<file path="src/rtl/lpm_pkg.sv">
package lpm_pkg;
  localparam int NUM_MODES = 5;
  localparam int MODE_W    = 3;
  localparam int LVL_W     = 2;

  localparam logic [LVL_W-1:0] LVL_STOP  = 2'b00;
  localparam logic [LVL_W-1:0] LVL_STBY  = 2'b01;
  localparam logic [LVL_W-1:0] LVL_SDOWN = 2'b10;

  typedef enum logic [MODE_W-1:0] {
    M_RUN   = 3'd0,
    M_SLEEP = 3'd1,
    M_STOP  = 3'd2,
    M_STBY  = 3'd3,
    M_SDOWN = 3'd4
  } lpm_mode_e;

  typedef struct packed {
    logic stop_4m;
    logic stop_off;
    logic stby_gate;
  } lpm_shadow_t;
endpackage

</file>
<file path="src/rtl/lpm_mode_fsm.sv">
module lpm_mode_fsm
  import lpm_pkg::*;
#(
  parameter int LW = LVL_W
) (
  input  logic          clk,
  input  logic          rst_n,
  input  logic          wfi_pulse,
  input  logic          wake_irq,
  input  logic          sleep_deep,
  input  logic [LW-1:0] deep_lvl,
  output lpm_mode_e     mode_q,
  output logic          capture
);
  lpm_mode_e mode_d;

  // wait-for-interrupt honoured only in RUN and only without a pending wake
  assign capture = (mode_q == M_RUN) && wfi_pulse && !wake_irq;

  always_comb begin
    mode_d = mode_q;
    unique case (mode_q)
      M_RUN: begin
        if (capture) begin
          if (!sleep_deep)              mode_d = M_SLEEP;
          else if (deep_lvl == LVL_SDOWN) mode_d = M_SDOWN;
          else if (deep_lvl == LVL_STBY)  mode_d = M_STBY;
          else                            mode_d = M_STOP;
        end
      end
      M_SLEEP, M_STOP, M_STBY: begin
        if (wake_irq) mode_d = M_RUN;
      end
      M_SDOWN: mode_d = M_SDOWN;
      default: mode_d = M_RUN;
    endcase
  end

  always_ff @(posedge clk or negedge rst_n) begin
    if (!rst_n) mode_q <= M_RUN;
    else        mode_q <= mode_d;
  end
endmodule

</file>
<file path="src/rtl/lpm_policy_regs.sv">
module lpm_policy_regs
  import lpm_pkg::*;
(
  input  logic        clk,
  input  logic        rst_n,
  input  logic        capture,
  input  logic        cfg_osc_off,
  input  logic        cfg_lf_main,
  input  logic        cfg_stop_4m,
  input  logic        cfg_stop_osc_off,
  input  logic        cfg_stby_gate,
  output logic        live_off_q,
  output logic        live_lf_q,
  output lpm_shadow_t shadow_q
);
  lpm_shadow_t shadow_d;

  always_comb begin
    shadow_d = shadow_q;
    if (capture) begin
      shadow_d.stop_4m   = cfg_stop_4m;
      shadow_d.stop_off  = cfg_stop_osc_off;
      shadow_d.stby_gate = cfg_stby_gate;
    end
  end

  always_ff @(posedge clk or negedge rst_n) begin
    if (!rst_n) begin
      live_off_q <= 1'b0;
      live_lf_q  <= 1'b0;
      shadow_q   <= '0;
    end else begin
      live_off_q <= cfg_osc_off;
      live_lf_q  <= cfg_lf_main;
      shadow_q   <= shadow_d;
    end
  end
endmodule

</file>
<file path="src/rtl/lpm_out_decode.sv">
module lpm_out_decode
  import lpm_pkg::*;
(
  input  lpm_mode_e             mode_q,
  input  logic                  live_off_q,
  input  logic                  live_lf_q,
  input  lpm_shadow_t           shadow_q,
  output logic                  cpu_clk_en,
  output logic                  osc_en,
  output logic                  osc_4m_sel,
  output logic                  lf_main_sel,
  output logic                  main_clk_gate,
  output logic                  shutdown_req,
  output logic [NUM_MODES-1:0]  mode_onehot
);
  logic run_like, in_stop;

  assign run_like = (mode_q == M_RUN) || (mode_q == M_SLEEP);
  assign in_stop  = (mode_q == M_STOP);

  for (genvar i = 0; i < NUM_MODES; i++) begin : g_onehot
    assign mode_onehot[i] = (mode_q == MODE_W'(i));
  end

  always_comb begin
    cpu_clk_en    = (mode_q == M_RUN);
    if (run_like)     osc_en = !live_off_q;
    else if (in_stop) osc_en = !(live_off_q || shadow_q.stop_off);
    else              osc_en = 1'b0;
    osc_4m_sel    = in_stop && osc_en && shadow_q.stop_4m;
    lf_main_sel   = (run_like || in_stop) && live_lf_q;
    main_clk_gate = (mode_q == M_STBY) && shadow_q.stby_gate;
    shutdown_req  = (mode_q == M_SDOWN);
  end
endmodule

</file>
<file path="src/rtl/lpm_ctrl.sv">
module lpm_ctrl
  import lpm_pkg::*;
#(
  parameter int SYNC_STAGES = 2
) (
  input  logic                 clk,
  input  logic                 rst_n,
  input  logic                 cfg_osc_off,
  input  logic                 cfg_lf_main,
  input  logic                 cfg_stop_4m,
  input  logic                 cfg_stop_osc_off,
  input  logic                 cfg_stby_gate,
  input  logic [LVL_W-1:0]     deep_lvl,
  input  logic                 sleep_deep,
  input  logic                 wfi_pulse,
  input  logic                 wake_irq,
  output logic                 cpu_clk_en,
  output logic                 osc_en,
  output logic                 osc_4m_sel,
  output logic                 lf_main_sel,
  output logic                 main_clk_gate,
  output logic                 shutdown_req,
  output logic [NUM_MODES-1:0] mode_onehot
);
  logic [SYNC_STAGES-1:0] rst_sync_q;
  logic                   rst_int_n;
  lpm_mode_e              mode_q;
  logic                   capture;
  logic                   live_off_q, live_lf_q;
  lpm_shadow_t            shadow_q;

  // asserted asynchronously, released on the clock
  always_ff @(posedge clk or negedge rst_n) begin
    if (!rst_n) rst_sync_q <= '0;
    else        rst_sync_q <= {rst_sync_q[SYNC_STAGES-2:0], 1'b1};
  end
  assign rst_int_n = rst_sync_q[SYNC_STAGES-1];

  lpm_mode_fsm u_fsm (
    .clk(clk), .rst_n(rst_int_n), .wfi_pulse(wfi_pulse), .wake_irq(wake_irq),
    .sleep_deep(sleep_deep), .deep_lvl(deep_lvl), .mode_q(mode_q), .capture(capture)
  );

  lpm_policy_regs u_regs (
    .clk(clk), .rst_n(rst_int_n), .capture(capture),
    .cfg_osc_off(cfg_osc_off), .cfg_lf_main(cfg_lf_main),
    .cfg_stop_4m(cfg_stop_4m), .cfg_stop_osc_off(cfg_stop_osc_off),
    .cfg_stby_gate(cfg_stby_gate),
    .live_off_q(live_off_q), .live_lf_q(live_lf_q), .shadow_q(shadow_q)
  );

  lpm_out_decode u_dec (
    .mode_q(mode_q), .live_off_q(live_off_q), .live_lf_q(live_lf_q),
    .shadow_q(shadow_q), .cpu_clk_en(cpu_clk_en), .osc_en(osc_en),
    .osc_4m_sel(osc_4m_sel), .lf_main_sel(lf_main_sel),
    .main_clk_gate(main_clk_gate), .shutdown_req(shutdown_req),
    .mode_onehot(mode_onehot)
  );
endmodule

</file>
<file path="config.mk">
export PLATFORM = sky130hd
export DESIGN_NAME = lpm_ctrl
export DESIGN_NICKNAME = d
export VERILOG_FILES = /design/src/rtl/lpm_pkg.sv /design/src/rtl/lpm_mode_fsm.sv /design/src/rtl/lpm_policy_regs.sv /design/src/rtl/lpm_out_decode.sv /design/src/rtl/lpm_ctrl.sv
export SDC_FILE = /design/constraint.sdc
export NUM_CORES = 1
export LEC_CHECK = 0
export CAP_MARGIN = 10
export CORE_MARGIN = 2
export CORE_UTILIZATION = 35
export CTS_BUF_LIST = sky130_fd_sc_hd__clkbuf_4
export CTS_CLUSTER_SIZE = 12
export DETAILED_ROUTE_END_ITERATION = 10
export PLACE_DENSITY = 0.74
export SYNTH_ARGS = -nofsm -noshare
export SYNTH_HDL_FRONTEND = slang
export SYNTH_SLANG_ARGS = --single-unit
export TNS_END_PERCENT = 5
</file>
<file path="constraint.sdc">
create_clock -name clk -period 2.9 [get_ports clk]
set_clock_uncertainty 0.2 [all_clocks]
set_input_delay 0.29 -clock clk [delete_from_list [all_inputs] [get_ports clk]]
set_output_delay 0.29 -clock clk [all_outputs]
set_load 0.05 [all_outputs]
</file>
Word-level counts from Yosys, hierarchy flattened
Index checks and enable logic that the tools add are counted.
- bits in registers: 10
- bits of input ports: 12
- output and inout bits: 11
- word-level logic and storage cells: 38
- equality and inequality tests: 8
- multiplexer cells: 8
- reductions and logical operators: 15
- operator list (operator ; number):
    $mux W3 ; 4
    $pmux W3 S3 ; 1
    $eq A3 B2 Y1 const B ; 2
    $logic_and A1 B1 Y1 ; 6
    $eq A3 B1 Y1 const B ; 1
    $eq A3 B3 Y1 const B ; 1
    $logic_not A1 Y1 ; 3
    $logic_not A3 Y1 ; 1
    $logic_or A1 B1 Y1 ; 3
    $mux W1 ; 3
    $reduce_or A3 Y1 ; 1
    $eq A2 B1 Y1 const B ; 1
    $eq A2 B2 Y1 const B ; 1
    $ne A2 B1 Y1 const B ; 1
    $ne A2 B2 Y1 const B ; 1
    $reduce_and A2 Y1 ; 1

Logic depth before layout (Yosys ltp)
- depth after elaboration: 6
- depth in mapped cells: 3
- mapped depth without buffers: 3

By module
Synthesis repeated with hierarchy kept, for this count alone.
- cell total of the unflattened synthesis: 42
- area, all modules: 481.7 µm²
- by module, submodules not included (module ; instances ; cells each ; area each (µm²) ; seq. area each (µm²)):
    lpm_mode_fsm ; 1 ; 16 ; 163.9 ; 75.1
    lpm_policy_regs ; 1 ; 8 ; 158.9 ; 125.1
    lpm_out_decode ; 1 ; 15 ; 105.1 ; 0.0
    lpm_ctrl ; 1 ; 3 ; 53.8 ; 50.0

Worst setup path before layout
Ideal clock, no wire load.
- path type: reg-to-output
- start: register u_fsm.mode_q[2]
- end: output main_clk_gate
- arrival time: 1865 ps
- data required time: 2410 ps
- slack: 545 ps
- stages on the path, launching flop included: 4
- buffers on the path: 0
- path through: dfrtp_1 > nand2b_2 > nor2_1 > and2_1
- word-level cells in the longest chain between the ends: 2
- RTL lines (item ; RTL line ; source):
    from (decl) ; lpm_mode_fsm.sv:12 ; output lpm_mode_e mode_q,
    from (signal assigned) ; lpm_mode_fsm.sv:41 ; else mode_q <= mode_d;
    $eq A3 B2 Y1 ; -- ;
    net mode_onehot[3] ; lpm_ctrl.sv:23 ; output logic [NUM_MODES-1:0] mode_onehot
    $logic_and A1 B1 Y1 ; lpm_out_decode.sv:32 ; main_clk_gate = (mode_q == M_STBY) && shadow_q.stby_gate;
    to (decl) ; lpm_ctrl.sv:21 ; output logic main_clk_gate,
The timed path passes the listed nets, and every way through them passes these cells.

Final worst setup path
- start: register u_fsm.mode_q[1]
- end: output osc_4m_sel
- word-level cells in the longest chain between the ends: 5
- elaborated cells between the ends (all ways): 8
- classes of those cells: 2 x eq/ne; 2 x mux; 4 x reduce/logical
- RTL lines (item ; RTL line ; source):
    $eq A3 B2 Y1 (tied with other cells) ; lpm_out_decode.sv:19 ; assign in_stop = (mode_q == M_STOP);
    $mux W1 or $logic_or A1 B1 Y1 (tied branches) ; lpm_out_decode.sv:28, lpm_out_decode.sv:18 ;
    $mux W1 ; lpm_out_decode.sv:27 ; if (run_like) osc_en = !live_off_q;
    $logic_and A1 B1 Y1 (*) (2 in a row) ; lpm_out_decode.sv:30 ; osc_4m_sel = in_stop && osc_en && shadow_q.stop_4m;
    to (decl) ; lpm_ctrl.sv:19 ; output logic osc_4m_sel,
Mark *: on every way between the ends. The rest lies on a longest branch, timed or not.

==> results.toml <==
[power]
peakVddDrop_uv = 447
power.density_mw_per_mm2 = 588
p_leak_nw = 0.334

[global_routing]
grt_pass1_wl_um = 1720
grt_antenna_before_repair = 0
globalRouteTotalUtil_pct = 13.0
overflow = 0
grt_max_degree = 9
grt_pass1_vias = 399

[synth]
netlist_instances = 43
yosysWarnings = 0
netlist_area_um2 = 490
synth-seq-cells = 10
ys_types = 20
synth_nets = 55
avgSynthCellArea_um2 = 11.4
ys_seq_area_share_pct = 51.0

[die]
start_util_pct = 37.7
row_count = 13
die_w_um = 41.4
ios = 23
core_area_mm2 = 0.00130
die-area_mm2 = 0.00172
dieHeight_um = 41.4

[clock_tree]
numCtsBuffers = 3
clkSinkCount = 10
cts_setup_buffers = 0
cts_tree = "done"
cts_buffer_depth = 2
clk_pin_slew_worst_paths_ps = 60
postCtsHoldBufs = 2
cts_root_buf = "clkbuf_4"
clock_latency_ps = 260
htreeDepth = 1
cts_resized = 0

[sta]
period_minus_slack_ps = 2540
max_freq_ghz = 0.394
setup_tns_ps = 0
hold_slack_ps = 151
finalCritPeriodShare_pct = 87.6
hold_violations = 0
slew_headroom_pct = 66.6
rsz0062_at_grt = "false"
drv_slew = 0
tightest_slew_ps = 499
setup_viol_count_final = 0

[finish]
final_util_pct = 57.9
syn_to_final_growth_pct = 53.6
drive_gt1_share_pct = 14.7
finalNonFillerCells = 83
nets = 81
n_antenna_cell = 0
n_fill_cell = 120

[run]
drv_cap = 0

[routing]
highest_layer = "met3"
viasPerCell = 4.76
drt-met1-wl_um = 430
met2_length_um = 497
drt-initial-drc-count = 6
vias = 395
routed_wl_um = 1000
post_drt_wl_per_cell_um = 12.1
drc_errors = 0
ant_nets = 0
drt_pre_antenna_iters = 4
wl_met3_um = 73

[worst_setup_path]
crit_path_end_kind = "primary output"
start_kind = "flip-flop"
path_class = "flip-flop to primary output"
cp_max_fo = 6
required_ps = 2410
cp_data_arrival_time_ps = 2050

[placement]
dpl.hpwl_um = 768
gp_congestion = 0.854
dp_cells = 77
io_buffers = 22

[status]
status = "finished clean"

[worst_hold_path]
hold_path.class = "flip-flop to flip-flop"
-- sequential cells by signal, summed over array words and instances (netlist names) --
register           count
u_regs.shadow_q        3
u_fsm.mode_q           3
u_regs.live_off_q      1
u_regs.live_lf_q       1
rst_sync_q             2
-- cell usage after synthesis --
master | count | area (um2)
dfrtp_1 | 10 | 250
nor2_1 | 5 | 18.8
inv_1 | 4 | 15.0
nor3_1 | 4 | 20.0
buf_4 | 3 | 22.5
mux2_4 | 3 | 45.0
a211oi_1 | 1 | 7.51
a21boi_0 | 1 | 7.51
a31oi_1 | 1 | 6.26
a41oi_1 | 1 | 8.76
and2_1 | 1 | 6.26
and3_1 | 1 | 6.26
and3_2 | 1 | 7.51
conb_1 | 1 | 3.75
nand2b_1 | 1 | 6.26
nand2b_2 | 1 | 8.76
nand3b_4 | 1 | 20.0
nor3_4 | 1 | 16.3
nor3b_1 | 1 | 7.51
o22ai_1 | 1 | 6.26
-- through the flow --
step	total power [mW]	cell area, um2	setup WS [ps]
global placement	0.347	707	625
floorplan	0.298	490	545
finish	0.443	753	360
CTS	0.448	753	359
global route	0.466	753	238
detailed placement	0.349	707	643
-- power by group --
| part | switching, mW | leakage, nW | total (mW) | internal [mW] |
|---|---|---|---|---|
| clock | 0.0457 | 0.0154 | 0.0952 | 0.0495 |
| combinational | 0.0933 | 0.196 | 0.169 | 0.0755 |
| sequential | 0.0191 | 0.122 | 0.179 | 0.160 |
-- layout make-up --
type,count,area [um2],area share [%]
Tap cell,15,18.8,2.49
Clock buffer,3,22.5,2.99
Sequential cell,10,250,33.2
Timing Repair Buffer,24,240,31.9
Inverter,4,15.0,1.99
Multi-Input combinational cell,26,203,26.9
Clock inverter,1,3.75,0.498
-- worst max-delay path, stage by stage (launching register included) --
cell and delay (ps):
dfrtp_1 470, inv_1 130, nor3_1 230, and3_1 180
clkdlybuf4s50_1 790
-- routing by layer --
| metal | global-route usage [%] | up-vias |
|---|---|---|
| met3 | 5.65 | 0 |
| met4 | 5.16 | 0 |
| li1 | - | 197 |
| met5 | 0 | - |
| met2 | 20.3 | 16 |
| met1 | 15.6 | 182 |
-- placed cells by master, fill, tap and decap left out, drive strengths merged, types with 2 or more instances in the layout --
cell / n
clkdlybuf4s50: 22
dfrtp: 10
nor2: 5
nor3: 5
inv: 4
mux2: 3
clkbuf: 3
dlygate4sd3: 2
and3: 2
nand2b: 2
-- path summary, 6_finish.rpt --
| kind | from | to | slack (ps) | cells past startpoint |
|---|---|---|---|---|
| min in group asynchronous | rst_sync_q[1] | u_regs.shadow_q[0] | 460 | 1 |
| max reg2reg | u_fsm.mode_q[2] | u_regs.shadow_q[2] | 1370 | 3 |
| max in group asynchronous | rst_sync_q[1] | u_fsm.mode_q[1] | 1750 | 1 |
| min | rst_sync_q[0] | rst_sync_q[1] | 150 | 0 |
| min reg2reg | rst_sync_q[0] | rst_sync_q[1] | 150 | 0 |
| max | u_fsm.mode_q[1] | osc_4m_sel | 360 | 4 |
-- cell families after synthesis --
logic type | after synthesis | share of synthesized area [%]
AND/OR/NAND/NOR | 17 | 24.0
flip-flops | 10 | 51.0
buffers and inverters | 7 | 7.65
AO/OA/AOI/OAI | 5 | 7.40
multiplexers | 3 | 9.18
other | 1 | 0.765
(Power assumes the default switching activity.)
